`config.mk`:
```
export PLATFORM = sky130hd
export DESIGN_NAME = bscan_ir_top
export DESIGN_NICKNAME = d
export VERILOG_FILES = /design/src/rtl/bscan_ir_pkg.sv /design/src/rtl/bscan_ir_ctrl.sv /design/src/rtl/bscan_ir_decode.sv /design/src/rtl/bscan_ir_datapath.sv /design/src/rtl/bscan_ir_top.sv
export SDC_FILE = /design/constraint.sdc
export NUM_CORES = 1
export LEC_CHECK = 0
export BUFFER_PORTS_ARGS = -buffer_cell sky130_fd_sc_hd__buf_2
export CAP_MARGIN = 5
export CORE_AREA = 2 2 39 41
export DETAILED_ROUTE_END_ITERATION = 16
export DIE_AREA = 0 0 41 43
export GPL_TIMING_DRIVEN = 1
export PLACE_DENSITY = 0.66
export SLEW_MARGIN = 10
export SYNTH_ARGS = -nofsm -noshare
export SYNTH_HDL_FRONTEND = slang
export SYNTH_HIERARCHICAL = 1
export SYNTH_SLANG_ARGS = --single-unit
```
`constraint.sdc`:
```
create_clock -name tck -period 1.9 [get_ports tck]
set_clock_uncertainty 0.1 [all_clocks]
set_input_delay 0.285 -clock tck [delete_from_list [all_inputs] [get_ports tck]]
set_output_delay 0.285 -clock tck [all_outputs]
set_load 0.05 [all_outputs]
```
`src/rtl/bscan_ir_pkg.sv`:
```
package bscan_ir_pkg;
  localparam int IR_LEN = 4;
  typedef logic [IR_LEN-1:0] irCode_t;

  localparam irCode_t CODE_EXTEST  = 4'b0000;
  localparam irCode_t CODE_SAMPLE  = 4'b0010;
  localparam irCode_t CODE_INTEST  = 4'b0011;
  localparam irCode_t CODE_CLAMP   = 4'b0100;
  localparam irCode_t CODE_HIGHZ   = 4'b0101;
  localparam irCode_t CODE_BYPASS  = {IR_LEN{1'b1}};
  // low two bits fixed at 01, upper bits zero
  localparam irCode_t CAPTURE_PATTERN = irCode_t'(2'b01);

  typedef struct packed {
    logic irCapture;
    logic irShift;
    logic irUpdate;
    logic bypCapture;
    logic bypShift;
  } strobes_t;

  typedef struct packed {
    logic chainSelect;
    logic pinsFromChain;
    logic outputsHighZ;
    logic internalTest;
  } modeCtl_t;
endpackage

```
`src/rtl/bscan_ir_ctrl.sv`:
```
module bscan_ir_ctrl
  import bscan_ir_pkg::*;
(
  input  logic     irSelect,
  input  logic     captureEn,
  input  logic     shiftEn,
  input  logic     updateEn,
  output strobes_t strobes
);
  // Route each strobe to the instruction path or to the bypass bit.
  always_comb begin
    strobes.irCapture  = irSelect  & captureEn;
    strobes.irShift    = irSelect  & shiftEn & ~captureEn;
    strobes.irUpdate   = irSelect  & updateEn & ~captureEn & ~shiftEn;
    strobes.bypCapture = ~irSelect & captureEn;
    strobes.bypShift   = ~irSelect & shiftEn & ~captureEn;
  end
endmodule

```
`src/rtl/bscan_ir_decode.sv`:
```
module bscan_ir_decode
  import bscan_ir_pkg::*;
(
  input  irCode_t  code,
  output modeCtl_t mode
);
  always_comb begin
    mode = '0;
    unique case (code)
      CODE_EXTEST: begin mode.chainSelect = 1'b1; mode.pinsFromChain = 1'b1; end
      CODE_SAMPLE: begin mode.chainSelect = 1'b1; end
      CODE_INTEST: begin mode.chainSelect = 1'b1; mode.internalTest = 1'b1; end
      CODE_CLAMP:  begin mode.pinsFromChain = 1'b1; end
      CODE_HIGHZ:  begin mode.outputsHighZ = 1'b1; end
      default:     begin mode = '0; end // bypass and every unassigned code
    endcase
  end
endmodule

```
`src/rtl/bscan_ir_datapath.sv`:
```
module bscan_ir_datapath
  import bscan_ir_pkg::*;
(
  input  logic     tck,
  input  logic     rstN,
  input  strobes_t strobes,
  input  logic     irSelect,
  input  logic     chainSelect,
  input  logic     serialIn,
  input  logic     chainIn,
  output irCode_t  activeInstr,
  output logic     serialOut
);
  irCode_t irStage;
  irCode_t irActive;
  logic    bypassBit;

  // Shift stage: one cell per bit, the top cell takes the serial input.
  for (genvar i = 0; i < IR_LEN; i++) begin : g_cell
    logic nextBit;
    if (i == IR_LEN - 1) begin : g_top
      assign nextBit = serialIn;
    end else begin : g_mid
      assign nextBit = irStage[i+1];
    end
    always_ff @(posedge tck or negedge rstN) begin
      if (!rstN)                 irStage[i] <= 1'b0;
      else if (strobes.irCapture) irStage[i] <= CAPTURE_PATTERN[i];
      else if (strobes.irShift)   irStage[i] <= nextBit;
    end
  end

  always_ff @(posedge tck or negedge rstN) begin
    if (!rstN)                 irActive <= CODE_BYPASS;
    else if (strobes.irUpdate) irActive <= irStage;
  end

  always_ff @(posedge tck or negedge rstN) begin
    if (!rstN)                   bypassBit <= 1'b0;
    else if (strobes.bypCapture) bypassBit <= 1'b0;
    else if (strobes.bypShift)   bypassBit <= serialIn;
  end

  assign activeInstr = irActive;

  always_comb begin
    if (irSelect)         serialOut = irStage[0];
    else if (chainSelect) serialOut = chainIn;
    else                  serialOut = bypassBit;
  end
endmodule

```
`src/rtl/bscan_ir_top.sv`:
```
module bscan_ir_top
  import bscan_ir_pkg::*;
(
  input  logic              tck,
  input  logic              rstN,
  input  logic              irSelect,
  input  logic              captureEn,
  input  logic              shiftEn,
  input  logic              updateEn,
  input  logic              serialIn,
  input  logic              chainIn,
  output logic              serialOut,
  output logic [IR_LEN-1:0] activeInstr,
  output logic              chainSelect,
  output logic              pinsFromChain,
  output logic              outputsHighZ,
  output logic              internalTest
);
  strobes_t strobes;
  modeCtl_t mode;
  irCode_t  instr;

  bscan_ir_ctrl ctrl_i (
    .irSelect (irSelect),
    .captureEn(captureEn),
    .shiftEn  (shiftEn),
    .updateEn (updateEn),
    .strobes  (strobes)
  );

  bscan_ir_datapath dp_i (
    .tck        (tck),
    .rstN       (rstN),
    .strobes    (strobes),
    .irSelect   (irSelect),
    .chainSelect(mode.chainSelect),
    .serialIn   (serialIn),
    .chainIn    (chainIn),
    .activeInstr(instr),
    .serialOut  (serialOut)
  );

  bscan_ir_decode dec_i (
    .code(instr),
    .mode(mode)
  );

  assign activeInstr   = instr;
  assign chainSelect   = mode.chainSelect;
  assign pinsFromChain = mode.pinsFromChain;
  assign outputsHighZ  = mode.outputsHighZ;
  assign internalTest  = mode.internalTest;
endmodule

```
==> results.ini, run 1 <==
[die]
rows = 14
start_util_pct = 33.7
die_w_um = 41
core_area_sq_um = 1380
io-pin-count = 17
die_area_sq_um = 1760
die_h_um = 43

[sta]
slew_headroom_pct = 85.3
fin_setup_tns_ns = -0.0586
rsz0062_at_grt = true
tightest_slew_ns = 0.217
setup_slack_ns = -0.0586
setup_viol = 1
final_hold_viol_count = 0
fmax_mhz = 511
slew_viol_final = 0
layout_min_cycle_time_ns = 1.96
fin_crit_sh_pct = 103

[synth]
yosys-top-cells-area = dfrtp_1, dfstp_2, mux2i_1, and4bb_2, mux2_2
synth-seq-area-share_pct = 49.3
synth-edff-count = 0
synth_cell_types = 19
ys_top_cells_by_count = dfrtp_1, mux2i_1, dfstp_2, nor2_1
syn_area_per_cell_sq_um = 12.6
yosys.area.top_type = dfrtp_1
ys_seq_elements = 9
async_flop_share_pct = 100
yosysWarnings = 6
netlist_instances = 37
syn_area_sq_um = 467
syn-num-nets = 45
yosysTopAreaCellShare_pct = 26.8
ys.flop_type = dfrtp_1

[global_route]
met1_usage_pct = 15.3
top_usage_layer = met2
grt_pass1_vias = 309
use_met2_pct = 15.3
use_met3_pct = 3.14
grt_pass1_wl_um = 1300
grt_usage_pct = 11.4
antenna_found_initial = 0
grt_max_degree = 10
overflow = 0

[setup_path]
critPathLaunchType = register
r2r_cells = 2
r2r-start = dp_i/irStage[0]
crit_arrival_ns = 1.57
r2r_setup_slack_ns = 0.91
critPathMaxFanout = 2
r2r_end = dp_i/irStage[0]
worstSetupEndpointType = output port
crit_required_ns = 1.51
critPathKind = reg -> out

[clock_tree]
clk_path_buf_depth = 2
clkSlewWorstSetupHoldPaths_ns = 0.06
clock-sinks = 9
cts_buffers = 3
clkLatencyLatePin_ns = 0.25
h-tree-depth = 1
cts-root-buf = clkbuf_4
cts_tree = done

[layout]
syn2layout_area_growth_pct = 34.6
finalNetCount = 67
drive_gt1_share_pct = 62.1
fin_util_pct = 45.4
antennaDiodeCount = 0
stdcell_area_sq_um = 628
fillCellCount = 135

[routing]
drc = 0
avgRoutedWirePerCell_um = 11.3
ant_nets = 0
drtIter0Drc = 4
firstDrtPassIters = 2
routed_wl_um = 838
via_per_inst = 4.59
num_vias = 340

[run_status]
outcome = finished with violations
failed_checks = setup timing

[hold_path]
whs_endpoint = dp_i/g_cell[2].nextBit
hp-start = serialIn
min_path_type = in -> reg
worstHoldPathCells = 3

[power]
leakage_uw = 0.000292
peakVddDrop_uv = 340
p_total_uw = 612
power_density_nw_per_um2 = 974

[placed_design]
post-place-ws_ns = 0.114
dp_hpwl_um = 646
port_buffers = 16
postPlaceCellArea_sq_um = 578
gp_congestion = 0.693

[run]
cap_violations = 0

-- report_power, final --
part	switching, uW	total, uW	leakage, uW	internal [uW]
clock network	60.8	141	0.0000150	80.5
logic	149	226	0.000170	77.5
registers	25.4	244	0.000107	219
-- area by class of cell --
type                    count  area [sq um]  share of cell area, %
well taps                  16          20.0                   3.19
inverters                   1          3.75                  0.598
repair buffers             18           104                   16.5
flip-flops and latches      9           230                   36.7
clock buffers               4          26.3                   4.18
multi-input cells          26           244                   38.8
-- metrics by stage --
step,hold WS (ns),instances
finish,0.210,74
floorplan,-0.111,37
global placement,0.0434,68
detailed placement,0.0437,68
global route,0.242,74
CTS,0.204,74
-- registers in the layout, indices dropped and copies added, names as in the netlist --
register	cells
dp_i/irStage	1
dp_i/bypassBit	1
dp_i/activeInstr	4
dp_i/g_cell.nextBit	3
-- cells by family (layout without fill, tap and decap cells) --
kind of cell	Yosys count	after routing	share of synthesized area (%)
buffers and inverters	2	23	3.22
and+or+nand+nor	14	14	21.4
AOI/OAI and AO/OA	3	3	5.63
DFF	9	9	49.3
muxes	9	9	20.4
-- per-layer routing --
metal | vias to the layer above | part of all wire (%)
met4 | 0 | 0
met1 | 158 | 49
li1 | 173 | -
met5 | - | 0
met3 | 0 | 5.6
met2 | 9 | 45
-- worst max path at each step --
stage                                    from   endpoint  slack, ns  cells past startpoint
final                     dp_i/activeInstr[1]  serialOut      -0.06                      5
after global routing      dp_i/activeInstr[1]  serialOut      -0.13                      5
after CTS                 dp_i/activeInstr[1]  serialOut      -0.08                      5
after detailed placement  dp_i/activeInstr[1]  serialOut       0.11                      5
after global placement    dp_i/activeInstr[1]  serialOut       0.13                      5
after floorplan           dp_i/activeInstr[1]  serialOut      -0.38                      4
-- timing repair --
action,4_1_cts,5_1_grt
resized for setup,2,0
endpoints found under the setup margin,1,1
buffers inserted,1,0
gates cloned,0,0
hold buffers,1,0
endpoints found under the hold margin,9,0
-- critical path, cell delays in order, from the launching register on --
cell	delay, ns
dfstp_2	0.53
inv_2	0.04
a211oi_4	0.22
mux2i_2	0.29
o21ai_4	0.08
buf_6	0.15
-- placed cells by master (no fill, tap or decap), types with 3 or more instances in the layout --
cell type / n
and4bb_2: 3
buf_2: 15
clkbuf_4: 3
dfrtp_1: 5
dfstp_2: 4
mux2_2: 3
mux2i_1: 4
nor2_1: 4
No activity file was read; power rests on OpenSTA's default activity.
==> run 2: changes to the inputs <==
Settings changed: SKIP_CTS_REPAIR_TIMING from default to 1.
==> results.ini, run 2 (synthesized netlist as in run 1, its figures left out) <==
[routing]
via_per_inst = 4.61  ; +0.29%
avgRoutedWirePerCell_um = 11.4  ; +0.24%
drc = 0  ; unchanged
firstDrtPassIters = 2  ; unchanged
num_vias = 341  ; +0.29%
ant_nets = 0  ; unchanged
drtIter0Drc = 5  ; +1
routed_wl_um = 840  ; +0.24%

[sta]
rsz0062_at_grt = true
fin_crit_sh_pct = 105  ; +1.4 points
holdWs_ns = 0.209  ; -0.00105 ns
tightest_slew_ns = 0.217  ; unchanged
fin_setup_tns_ns = -0.0855  ; -0.0269 ns
fmax_mhz = 504  ; -1.4%
slew_headroom_pct = 85.3  ; unchanged
final_hold_viol_count = 0  ; unchanged
setup_slack_ns = -0.0855  ; -0.0269 ns
slew_viol_final = 0  ; unchanged
layout_min_cycle_time_ns = 1.99  ; +0.0269 ns
setup_viol = 1  ; unchanged

[setup_path]
crit_arrival_ns = 1.60  ; +0.03 ns
crit_required_ns = 1.51  ; about the same
critPathMaxFanout = 4  ; +2
r2r_setup_slack_ns = 0.91  ; about the same
critPathLaunchType = register
critPathKind = reg -> out
worstSetupEndpointType = output port

[power]
peakVddDrop_uv = 340  ; about the same
switching_share_pct = 38.4  ; about the same
leakage_uw = 0.000292  ; unchanged
seqPwrFrac_pct = 40.0  ; about the same
comb_power_share_pct = 36.9  ; about the same
power_switching_uw = 235  ; about the same
p_int_uw = 377  ; about the same
p_total_uw = 612  ; about the same
clock_power_share_pct = 23.1  ; about the same
power_density_nw_per_um2 = 975  ; about the same

[placed_design]
gp_congestion = 0.693  ; unchanged
placedCellCount = 68  ; unchanged
postPlaceCellArea_sq_um = 578  ; unchanged
port_buffers = 16  ; unchanged
dp_hpwl_um = 646  ; unchanged

[die]
start_util_pct = 33.7  ; unchanged
rows = 14  ; unchanged
io-pin-count = 17  ; unchanged
die_h_um = 43  ; unchanged
core_area_sq_um = 1380  ; unchanged
die_w_um = 41  ; unchanged
die_area_sq_um = 1760  ; unchanged

[layout]
stdcell_area_sq_um = 628  ; unchanged
mostFrequentLayoutCells = buf_2, dfrtp_1, mux2i_1, nor2_1, dfstp_2
largest_reg_flops = 4  ; unchanged
final_common_cell = buf_2
fin_cells = 74  ; unchanged
fillCellCount = 137  ; +1.5%
syn2layout_area_growth_pct = 34.6  ; unchanged
drive_gt1_share_pct = 62.1  ; unchanged
finalNetCount = 67  ; unchanged
antennaDiodeCount = 0  ; unchanged

[global_route]
grt_pass1_vias = 303  ; -1.9%
grt_max_degree = 10  ; unchanged
grt_usage_pct = 11.4  ; unchanged
overflow = 0  ; unchanged
grt_pass1_wl_um = 1300  ; unchanged
antenna_found_initial = 0  ; unchanged

[clock_tree]
cts_tree = done
clkLatencyLatePin_ns = 0.25  ; about the same
clkSlewWorstSetupHoldPaths_ns = 0.06  ; about the same
clk_path_buf_depth = 2  ; unchanged
clock-sinks = 9  ; unchanged
cts_buffers = 3  ; unchanged
h-tree-depth = 1  ; unchanged
cts-root-buf = clkbuf_4

[hold_path]
min_path_type = in -> reg

[run_status]
outcome = finished with violations
failed_checks = setup timing

[run]
cap_violations = 0  ; unchanged

run 2: cell counts in the layout (fill, tap and decap cells not counted):
No cell type changed its count.
run 2: through the flow:
stage	worst slack [ns]	utilization, %
floorplan	-0.380	-
global placement	0.132	41.8
detailed placement	0.114	41.8
CTS	-0.180	43.7
global route	-0.158	45.4
finish	-0.0855	45.4
run 2: path summary, 6_finish.rpt:
check / from / endpoint / depth (start not counted)
min reg2reg: dp_i/g_cell[0].nextBit / dp_i/irStage[0] / 1
max: dp_i/activeInstr[1] / serialOut / 5
max reg2reg: dp_i/irStage[0] / dp_i/irStage[0] / 2
min in group asynchronous: rstN / dp_i/irStage[0] / 2
min: serialIn / dp_i/g_cell[2].nextBit / 3
max in group asynchronous: rstN / dp_i/activeInstr[2] / 2
run 2: power by group through the flow:
stage          registers, uW  logic [uW]  clock network [uW]
2_1_floorplan            283         138                   0
3_3_place_gp             247         219                   0
3_5_place_dp             248         220                   0
4_1_cts                  245         221                 150
5_1_grt                  250         239                 160
6_report                 245         226                 142
run 2: area by class of cell:
class                   instances  area (sq um)  share of cell area (%)
well taps                      16          20.0                    3.19
multi-input cells              26           244                    38.8
flip-flops and latches          9           230                    36.7
clock buffers                   4          26.3                    4.18
inverters                       1          3.75                   0.598
repair buffers                 18           104                    16.5
run 2: critical path, cell delays in order (launching register included):
cell	delay, ns
dfstp_2	0.55
inv_2	0.05
a211oi_4	0.22
mux2i_2	0.29
o21ai_4	0.08
buf_6	0.15
run 2: per-layer routing:
metal	vias to the layer above	GRT usage [%]	part of all wire, %
met2	9	14.7	45
met5	-	0	0
li1	175	-	-
met4	0	8.00	0
met1	157	15.9	49
met3	0	3.14	5.6
==> run 3: changes to the inputs <==
Settings changed: ABC_AREA from default to 1, PLACE_DENSITY 0.66 to 0.68.
==> results.ini, run 3 <==
[run_status]
outcome = complete, no violations

[setup_path]
critPathKind = reg -> out
crit_arrival_ns = 1.42  ; -0.18 ns
critPathLaunchType = register
worstSetupEndpointType = output port
critPathMaxFanout = 4  ; unchanged
crit_required_ns = 1.51  ; about the same

[die]
core_area_sq_um = 1380  ; unchanged
die_w_um = 41  ; unchanged
die_area_sq_um = 1760  ; unchanged
io-pin-count = 17  ; unchanged
die_h_um = 43  ; unchanged
rows = 14  ; unchanged
start_util_pct = 35.6  ; +1.9 points

[synth]
yosysMostFrequentCell = nand2_1
synth-seq-area-share_pct = 46.7  ; -2.6 points
netlist_instances = 74  ; +100%
synth-edff-count = 0  ; unchanged
ys_top_cells_by_count = nand2_1, inv_1, nor2_1, dfrtp_1
ys.flop_type = dfrtp_1
ys_seq_elements = 9  ; unchanged
syn_area_per_cell_sq_um = 6.66  ; -47%
yosysWarnings = 6  ; unchanged
yosys-top-cells-area = dfrtp_1, dfstp_2, nand2_1, inv_1, nor2_1
synth_cell_types = 13  ; -6
yosys.area.top_type = dfrtp_1
yosysTopAreaCellShare_pct = 25.4  ; -1.4 points
async_flop_share_pct = 100  ; unchanged
syn_area_sq_um = 493  ; +5.6%
syn-num-nets = 82  ; +82%

[power]
power_switching_uw = 283  ; +20%
p_total_uw = 660  ; +7.8%
switching_share_pct = 42.8  ; +4.4 points
comb_power_share_pct = 40.8  ; +3.9 points
peakVddDrop_uv = 384  ; +13%
leakage_uw = 0.000358  ; +23%
clock_power_share_pct = 21.1  ; -2.0 points
p_int_uw = 377  ; +0.13%
power_density_nw_per_um2 = 1010  ; +3.7%
seqPwrFrac_pct = 38.1  ; -1.9 points

[sta]
setup_viol = 0  ; -1
rsz0062_at_grt = false
setup_slack_ns = 0.0903  ; +0.176 ns
layout_min_cycle_time_ns = 1.81  ; -0.176 ns
slew_viol_final = 0  ; unchanged
fin_setup_tns_ns = 0  ; +0.0855 ns
tightest_slew_ns = 0.320  ; +0.103 ns
fmax_mhz = 553  ; +9.7%
final_hold_viol_count = 0  ; unchanged
slew_headroom_pct = 78.6  ; -6.7 points
fin_crit_sh_pct = 95.2  ; -9.3 points

[clock_tree]
cts-root-buf = clkbuf_4
clock-sinks = 9  ; unchanged
clk_path_buf_depth = 2  ; unchanged
cts_buffers = 3  ; unchanged
h-tree-depth = 1  ; unchanged
clkSlewWorstSetupHoldPaths_ns = 0.06  ; about the same
cts_tree = done
clkLatencyLatePin_ns = 0.25  ; about the same

[routing]
via_per_inst = 4.32  ; -6.2%
drtIter0Drc = 6  ; +1
ant_nets = 0  ; unchanged
routed_wl_um = 910  ; +8.3%
firstDrtPassIters = 4  ; +2
avgRoutedWirePerCell_um = 8.20  ; -28%
drc = 0  ; unchanged
num_vias = 480  ; +41%

[layout]
finalNetCount = 104  ; +55%
antennaDiodeCount = 0  ; unchanged
fillCellCount = 161  ; +18%
syn2layout_area_growth_pct = 32.5
drive_gt1_share_pct = 31.6  ; -30 points
largest_reg_flops = 4  ; unchanged
mostFrequentLayoutCells = nand2_1, inv_1, buf_2
stdcell_area_sq_um = 653  ; +4.0%

[global_route]
antenna_found_initial = 0  ; unchanged
grt_pass1_wl_um = 1320  ; +1.5%
grt_usage_pct = 11.3  ; -0.13 points
grt_max_degree = 10  ; unchanged
overflow = 0  ; unchanged
grt_pass1_vias = 354  ; +17%

[placed_design]
postPlaceCellArea_sq_um = 608  ; +5.2%
dp_hpwl_um = 746  ; +15%
post-place-ws_ns = 0.246  ; +0.132 ns
port_buffers = 16  ; unchanged
gp_congestion = 0.704  ; +1.6%

[run]
cap_violations = 0  ; unchanged

[hold_path]
min_path_type = in -> reg

-- run 3: cell count changes in the layout (fill, tap and decap cells not counted), sizes merged, moves of 2 or more --
cell	before	now
mux2i	5	0
mux2	4	0
nand3	0	3
nor2	4	15
nand2	1	20
nor2b	2	0
inv	1	19
and4bb	3	0
o21ai	1	5
-- run 3: power by group through the flow --
stage	sequential [uW]	combinational, uW	clock [uW]
floorplan	305	153	0
global placement	252	261	0
detailed placement	255	262	0
CTS	252	263	146
global route	256	292	156
finish	251	269	139
-- run 3: cell type report --
type	count	area [sq um]	area share [%]
clock buffers	4	26.3	4.02
inverters	19	71.3	10.9
multi-input cells	46	209	32.0
flip-flops and latches	9	230	35.2
well taps	16	20.0	3.07
repair buffers	17	96.3	14.8
-- run 3: metal layers --
metal	global-route usage, %	share of wire [%]
met5	0	0
met3	1.57	7.8
met4	8.00	0
met1	13.5	45
met2	17.5	47
-- run 3: worst max-delay path: stages, from the launching register on --
cell and delay, ns:
dfstp_2 0.56, inv_1 0.06, nand2_1 0.13, nor2_4 0.06, inv_1 0.05, nand2_1 0.04, nand3_1 0.07, nand2_2 0.05
buf_6 0.14
-- run 3: cell families after synthesis --
logic type             synth area share (%)
AOI/OAI and AO/OA                      6.09
and+or+nand+nor                        32.7
DFF                                    46.7
buffers and inverters                  14.5
-- run 3: final timing paths --
kind                                          start                endpoint  slack, ns  depth (start not counted)
worst max-delay path            dp_i/activeInstr[3]               serialOut       0.09                          8
worst min-delay path                       serialIn  dp_i/g_cell[2].nextBit       0.19                          3
worst max register to register  dp_i/activeInstr[1]     dp_i/activeInstr[1]       0.95                          2
worst min register to register  dp_i/activeInstr[3]     dp_i/activeInstr[3]       0.40                          2
max in group asynchronous                      rstN     dp_i/activeInstr[0]       1.15                          2
min in group asynchronous                      rstN  dp_i/g_cell[1].nextBit       0.31                          2
-- run 3: metrics by stage --
stage	utilization (%)	hold slack (ns)	instances
final	47.2	0.191	111
after global routing	47.2	0.191	111
after CTS	45.8	-0.232	110
after detailed placement	43.9	0.0434	106
after global placement	43.9	0.0409	106
after floorplan	-	-0.111	74
